$ cat src/rtl/irq_gate.sv
module irq_gate #(
  parameter int NSRC = 8,
  parameter logic [NSRC-1:0] VALID_MASK = '1
) (
  input  logic            clk,
  input  logic            rst_n,
  input  logic            wr_en,
  input  logic [NSRC-1:0] wr_data,
  input  logic [NSRC-1:0] src_in,
  output logic [NSRC-1:0] rd_data,
  output logic            irq
);

  logic [NSRC-1:0] en_q, stat_q, prev_q;
  logic [NSRC-1:0] en_d, stat_d, rise;

  assign rise   = src_in & ~prev_q & VALID_MASK;
  assign en_d   = wr_en ? (wr_data & VALID_MASK) : en_q;
  assign stat_d = (stat_q | (rise & en_q)) & en_d;

  always_ff @(posedge clk or negedge rst_n) begin
    if (!rst_n) begin
      en_q   <= '0;
      stat_q <= '0;
      prev_q <= '0;
      irq    <= 1'b0;
    end else begin
      en_q   <= en_d;
      stat_q <= stat_d;
      prev_q <= src_in;
      irq    <= |stat_d;
    end
  end

  assign rd_data = stat_q;

endmodule

$ cat config.mk
export PLATFORM = sky130hd
export DESIGN_NAME = irq_gate
export DESIGN_NICKNAME = d
export VERILOG_FILES = /design/src/rtl/irq_gate.sv
export SDC_FILE = /design/constraint.sdc
export NUM_CORES = 1
export LEC_CHECK = 0
export BUFFER_PORTS_ARGS = -buffer_cell sky130_fd_sc_hd__buf_2
export CORE_MARGIN = 5
export CORE_UTILIZATION = 50
export CTS_BUF_LIST = sky130_fd_sc_hd__clkbuf_2 sky130_fd_sc_hd__clkbuf_4 sky130_fd_sc_hd__clkbuf_8
export DETAILED_ROUTE_END_ITERATION = 12
export GPL_ROUTABILITY_DRIVEN = 0
export GPL_TIMING_DRIVEN = 0
export PLACE_DENSITY = 0.87
export SLEW_MARGIN = 20
export SYNTH_ARGS = -nofsm -noshare
export SYNTH_HDL_FRONTEND = slang
export SYNTH_SLANG_ARGS = --single-unit
$ cat constraint.sdc
create_clock -name clk -period 4.7 [get_ports clk]
set_input_delay 0.47 -clock clk [delete_from_list [all_inputs] [get_ports clk]]
set_output_delay 0.47 -clock clk [all_outputs]
set_load 0.01 [all_outputs]
# ---- Yosys cells after proc, flatten, opt, wreduce, memory -nomap -nowiden
# Index checks and enable logic that the tools add are counted.
dict set report totals {
  reg_bits 25
  in_bits 19
  output_inout_bits 9
  wordCells 11
}
dict set report classes {
  n_mux 1
  bitwise 5
  n_reduce_logical 1
}
# cell count
set ops {}
lappend ops {{AND 8 bit} 3}
lappend ops {{2-to-1 mux 8 bit} 1}
lappend ops {{inverter 8 bit} 1}
lappend ops {{OR 8 bit} 1}
lappend ops {{OR reduction 8 bit} 1}

# ---- Depth between registers and ports, before layout
dict set report depth {
  depth_word 6
  depth_mapped 5
  ltp_nobuf 4
}

# ---- Worst setup path before layout
# No wires, ideal clock.
dict set report synth_path {
  path_kind {input to register}
  from {input port wr_en}
  to {register irq}
  setup_ns 0.138
  arrival_time_ns 1.551
  t_required_ns 4.562
  slack_ns 3.011
  cell_stages 4
  path_buffers 0
  path_cell_list {mux2_2 -> o21a_4 -> nor4_2 -> or4b_1}
}
dict set report synth_between {
  elab_chain_cells 3
}
# element line
set synth_rtl {}
lappend synth_rtl {{start, declared} 7} ;# input logic wr_en,
lappend synth_rtl {{2-to-1 mux 8 bit} 18} ;# assign en_d = wr_en ? (wr_data & VALID_MASK) : en_q;
lappend synth_rtl {{AND 8 bit} 19} ;# assign stat_d = (stat_q | (rise & en_q)) & en_d;
lappend synth_rtl {{named net stat_d[7]} 15} ;# logic [NSRC-1:0] en_d, stat_d, rise;
lappend synth_rtl {{OR reduction 8 bit} 31} ;# irq <= |stat_d;
lappend synth_rtl {{end signal, assigned} 31}
lappend synth_rtl {{end, declared} 11} ;# output logic irq
# The timed path passes the listed nets, and every way through them passes these cells.

# ---- Worst setup path in the final report
dict set report layout_path {
  from {register en_q[7]}
  to {register irq}
}
dict set report layout_between {
  word_cells_on_any_way 5
  cone_classes {mux: 1; bitwise: 3; reduce/logical: 1}
}
# element line
set layout_rtl {}
lappend layout_rtl {{start, declared} 14} ;# logic [NSRC-1:0] en_q, stat_q, prev_q;
lappend layout_rtl {{start signal, assigned} 28} ;# en_q <= en_d;
lappend layout_rtl {{2-to-1 mux 8 bit} 18}
lappend layout_rtl {{named net en_d[7]} 15}
lappend layout_rtl {{AND 8 bit} 19}
lappend layout_rtl {{named net stat_d[7]} 15}
lappend layout_rtl {{OR reduction 8 bit} 31}
# The timed path passes the listed nets, and every way through them passes these cells.

==> reports/qor.yml <==
synth:
  synth_area_leader_cell: "sky130_fd_sc_hd__dfrtp_1"
  netlist_instances: 63
  yosysUniqueCellTypes: 19
  count_of_synthesis_stage_warnings_from_yosys: 0
  proportion_of_register_bits_with_asynchronous_set_or_reset_after_synthesis_pct: 100
  synth_top_area_share_pct: 67.3
  synth_top_cells_by_count: "sky130_fd_sc_hd__dfrtp_1, sky130_fd_sc_hd__a21oi_1, sky130_fd_sc_hd__and3b_1, sky130_fd_sc_hd__mux2_1, sky130_fd_sc_hd__nor2_1"
  postSynthRegisterBits: 25
  synth.yosys.seq_area_share_pct: 67.3
  synth.net_count: 82
  synth_enable_flop_cells: 0
  synth_area_sq_um: 930
  ys_dominant_reg_cell: "sky130_fd_sc_hd__dfrtp_1"
  yosysMostFrequentCell: "sky130_fd_sc_hd__dfrtp_1"
  synth_area_per_cell_sq_um: 14.8
  netlist_top_cells_area: "sky130_fd_sc_hd__dfrtp_1, sky130_fd_sc_hd__mux2_1, sky130_fd_sc_hd__and3b_1"
cells_and_area:
  drive_above_1_share_pct: 42.6
  inserted_diodes: 0
  area.growth.synth_to_final_pct: 21.1
  nets: 114
  final_design_area_no_fill_sq_um: 1130
critical_path:
  critPathRequiredTime_ns: 4.88
  slowest_stage: "sky130_fd_sc_hd__or4b_1"
  critical-path-top-delay-family: "simple AND/OR/NAND/NOR gates"
  timing.critical_path.arrival_ns: 1.84
  start_kind: "flop"
  stages_on_worst_setup_path: 4
  path_max_fanout: 2
  cp_cell_sequence: "mux2_2 -> o21a_4 -> nor4_2 -> or4b_1"
  rr_worst_depth: 4
  worst_path_largest_cell_delay_ns: 0.45
  worstSetupEndpointType: "flop"
  worstPathBufferInverterCount: 0
  crit_type: "reg -> reg"
floorplan:
  fp.dieH_microns: 53.1
  fp.dieW_microns: 53.1
  design.core.area_sq_um: 1750
  num_ports: 28
  initial_core_util_pct: 53.3
  placement_rows: 15
  die_area_sq_um: 2820
timing:
  max_freq_mhz: 604
  tightest_slew_ns: 0.538
  setup_total_negative_slack_ns: 0
  setup_violations: 0
  period_minus_slack_ns: 1.65
  worst_clock_skew_ns: 0.00254
  timing.slew.headroom_pct: 64.1
  hold_violations: 0
  period_share_pct: 35.2
  timing.final.max_slew_violations: 0
  rsz0062_at_grt: "no"
clock_tree:
  post_cts.repair.setup_buffers: 0
  hold_buffers: 0
  cts_made_buffers: 3
  cts-root-to-sink-buffers: 2
  cts.clk_slew.worst_paths_ns: 0.12
  clock_insertion_delay_worst_skew_ns: 0.30
  cts.root.buffer_cell: "sky130_fd_sc_hd__clkbuf_4"
  cts-htree-levels: 1
  tritoncts: "built"
  clock-sinks: 25
  post_cts_resize_count: 0
min_path:
  timing.hold.worst.class: "in -> async"
routing:
  detailedRoute.firstPassIterationCount: 3
  post-route-drc-count: 0
  post_drt_wl_per_cell_microns: 14.0
  dr.first_iter.drc_count: 3
  finalWirelength_microns: 1670
  vias: 609
  route.antenna.remaining_nets: 0
  via_per_inst: 5.12
power_and_ir_drop:
  finalPower_uw: 392
  leakagePower_uw: 0.000572
  vdd.ir_drop.worst_v: 0.000229
  powerDensity_nw_per_um2: 348
global_route:
  grt_antenna_before_repair: 0
  grt.overflow.total: 0
  grt_util_all_layers_pct: 14.4
  first_global_vias: 665
  grt_first_pass_wirelength_microns: 2840
  largest_net_degree_at_the_start_of_global_routing: 26
placement:
  placed_cell_area_sq_um: 1100
  io_buffers: 27
  dp_hpwl_microns: 1320
job:
  max_cap_violations: 0
outcome:
  outcome: "complete, no violations"
[kinds of logic after synthesis]
logic type             after synthesis  share of synthesized area [%]
and+or+nand+nor                     14                           10.4
buffers and inverters                3                           2.02
muxes                                8                           10.5
DFF                                 25                           67.3
AOI/OAI and AO/OA                   13                           9.82
[per-layer routing]
metal | share of wire, % | routed length [microns] | track usage (%)
met5 | 0 | 0 | 0
met4 | 0.72 | 12 | 5.11
met3 | 6.7 | 112 | 4.51
met2 | 51 | 845 | 23.6
met1 | 42 | 700 | 17.7
[metrics by stage]
step / hold slack (ns) / std cells / util, % / worst slack (ns)
floorplan: 0.174 / 63 / - / 3.01
global placement: 0.468 / 115 / 62.8 / 2.76
detailed placement: 0.475 / 115 / 62.8 / 2.72
CTS: 0.140 / 119 / 64.5 / 3.03
global route: 0.150 / 119 / 64.5 / 2.94
finish: 0.134 / 119 / 64.5 / 3.05
[registers in the layout (all words and copies together) (netlist names)]
register	count
irq	1
prev_q	8
en_q	8
rd_data	8
[cells in the final DEF (no fill, tap or decap)]
| cell type | netlist | routed |
|---|---|---|
| sky130_fd_sc_hd__a21oi_1 | 5 | 5 |
| sky130_fd_sc_hd__and3b_1 | 4 | 4 |
| sky130_fd_sc_hd__buf_2 | 0 | 27 |
| sky130_fd_sc_hd__buf_6 | 1 | 1 |
| sky130_fd_sc_hd__clkbuf_4 | 0 | 4 |
| sky130_fd_sc_hd__dfrtp_1 | 25 | 25 |
| sky130_fd_sc_hd__inv_1 | 1 | 1 |
| sky130_fd_sc_hd__inv_2 | 1 | 1 |
| sky130_fd_sc_hd__mux2_1 | 4 | 4 |
| sky130_fd_sc_hd__mux2_2 | 2 | 2 |
| sky130_fd_sc_hd__mux2_4 | 2 | 2 |
| sky130_fd_sc_hd__nor2_1 | 4 | 4 |
| sky130_fd_sc_hd__nor2b_1 | 3 | 3 |
| sky130_fd_sc_hd__nor3_1 | 1 | 1 |
| sky130_fd_sc_hd__nor4_2 | 1 | 1 |
| sky130_fd_sc_hd__o21a_1 | 2 | 2 |
| sky130_fd_sc_hd__o21a_2 | 1 | 1 |
| sky130_fd_sc_hd__o21a_4 | 1 | 1 |
| sky130_fd_sc_hd__o22ai_1 | 3 | 3 |
| sky130_fd_sc_hd__o32ai_1 | 1 | 1 |
| sky130_fd_sc_hd__or4b_1 | 1 | 1 |
[power by group]
part           internal [uW]  switching (uW)  total, uW
logic                   28.6            28.0       56.5
clock network           38.8            55.8       94.6
registers                233            8.02        241
total                    300            91.9        392
[path summary, 6_finish.rpt]
check / from / to / slack [ns]
setup / recovery: en_q[7]$_DFF_PN0_ / irq$_DFF_PN0_ / 3.05
hold reg to reg: en_q[3]$_DFF_PN0_ / en_q[3]$_DFF_PN0_ / 0.50
min in group clk: src_in[0] / prev_q[0]$_DFF_PN0_ / 0.28
hold / removal: rst_n / rd_data[6]$_DFF_PN0_ / 0.13
max in group asynchronous: rst_n / rd_data[7]$_DFF_PN0_ / 4.21
setup reg to reg: en_q[7]$_DFF_PN0_ / irq$_DFF_PN0_ / 3.05
[cell type report]
cell class | count | area (sq um)
tap | 25 | 31.3
inverter | 2 | 7.51
multi-input combinational | 35 | 285
timing repair buffer | 27 | 135
sequential | 25 | 626
clock buffer | 4 | 30.0
buffer | 1 | 11.3
fill | 146 | 619
Note: power is estimated with default switching activity, not from simulation.
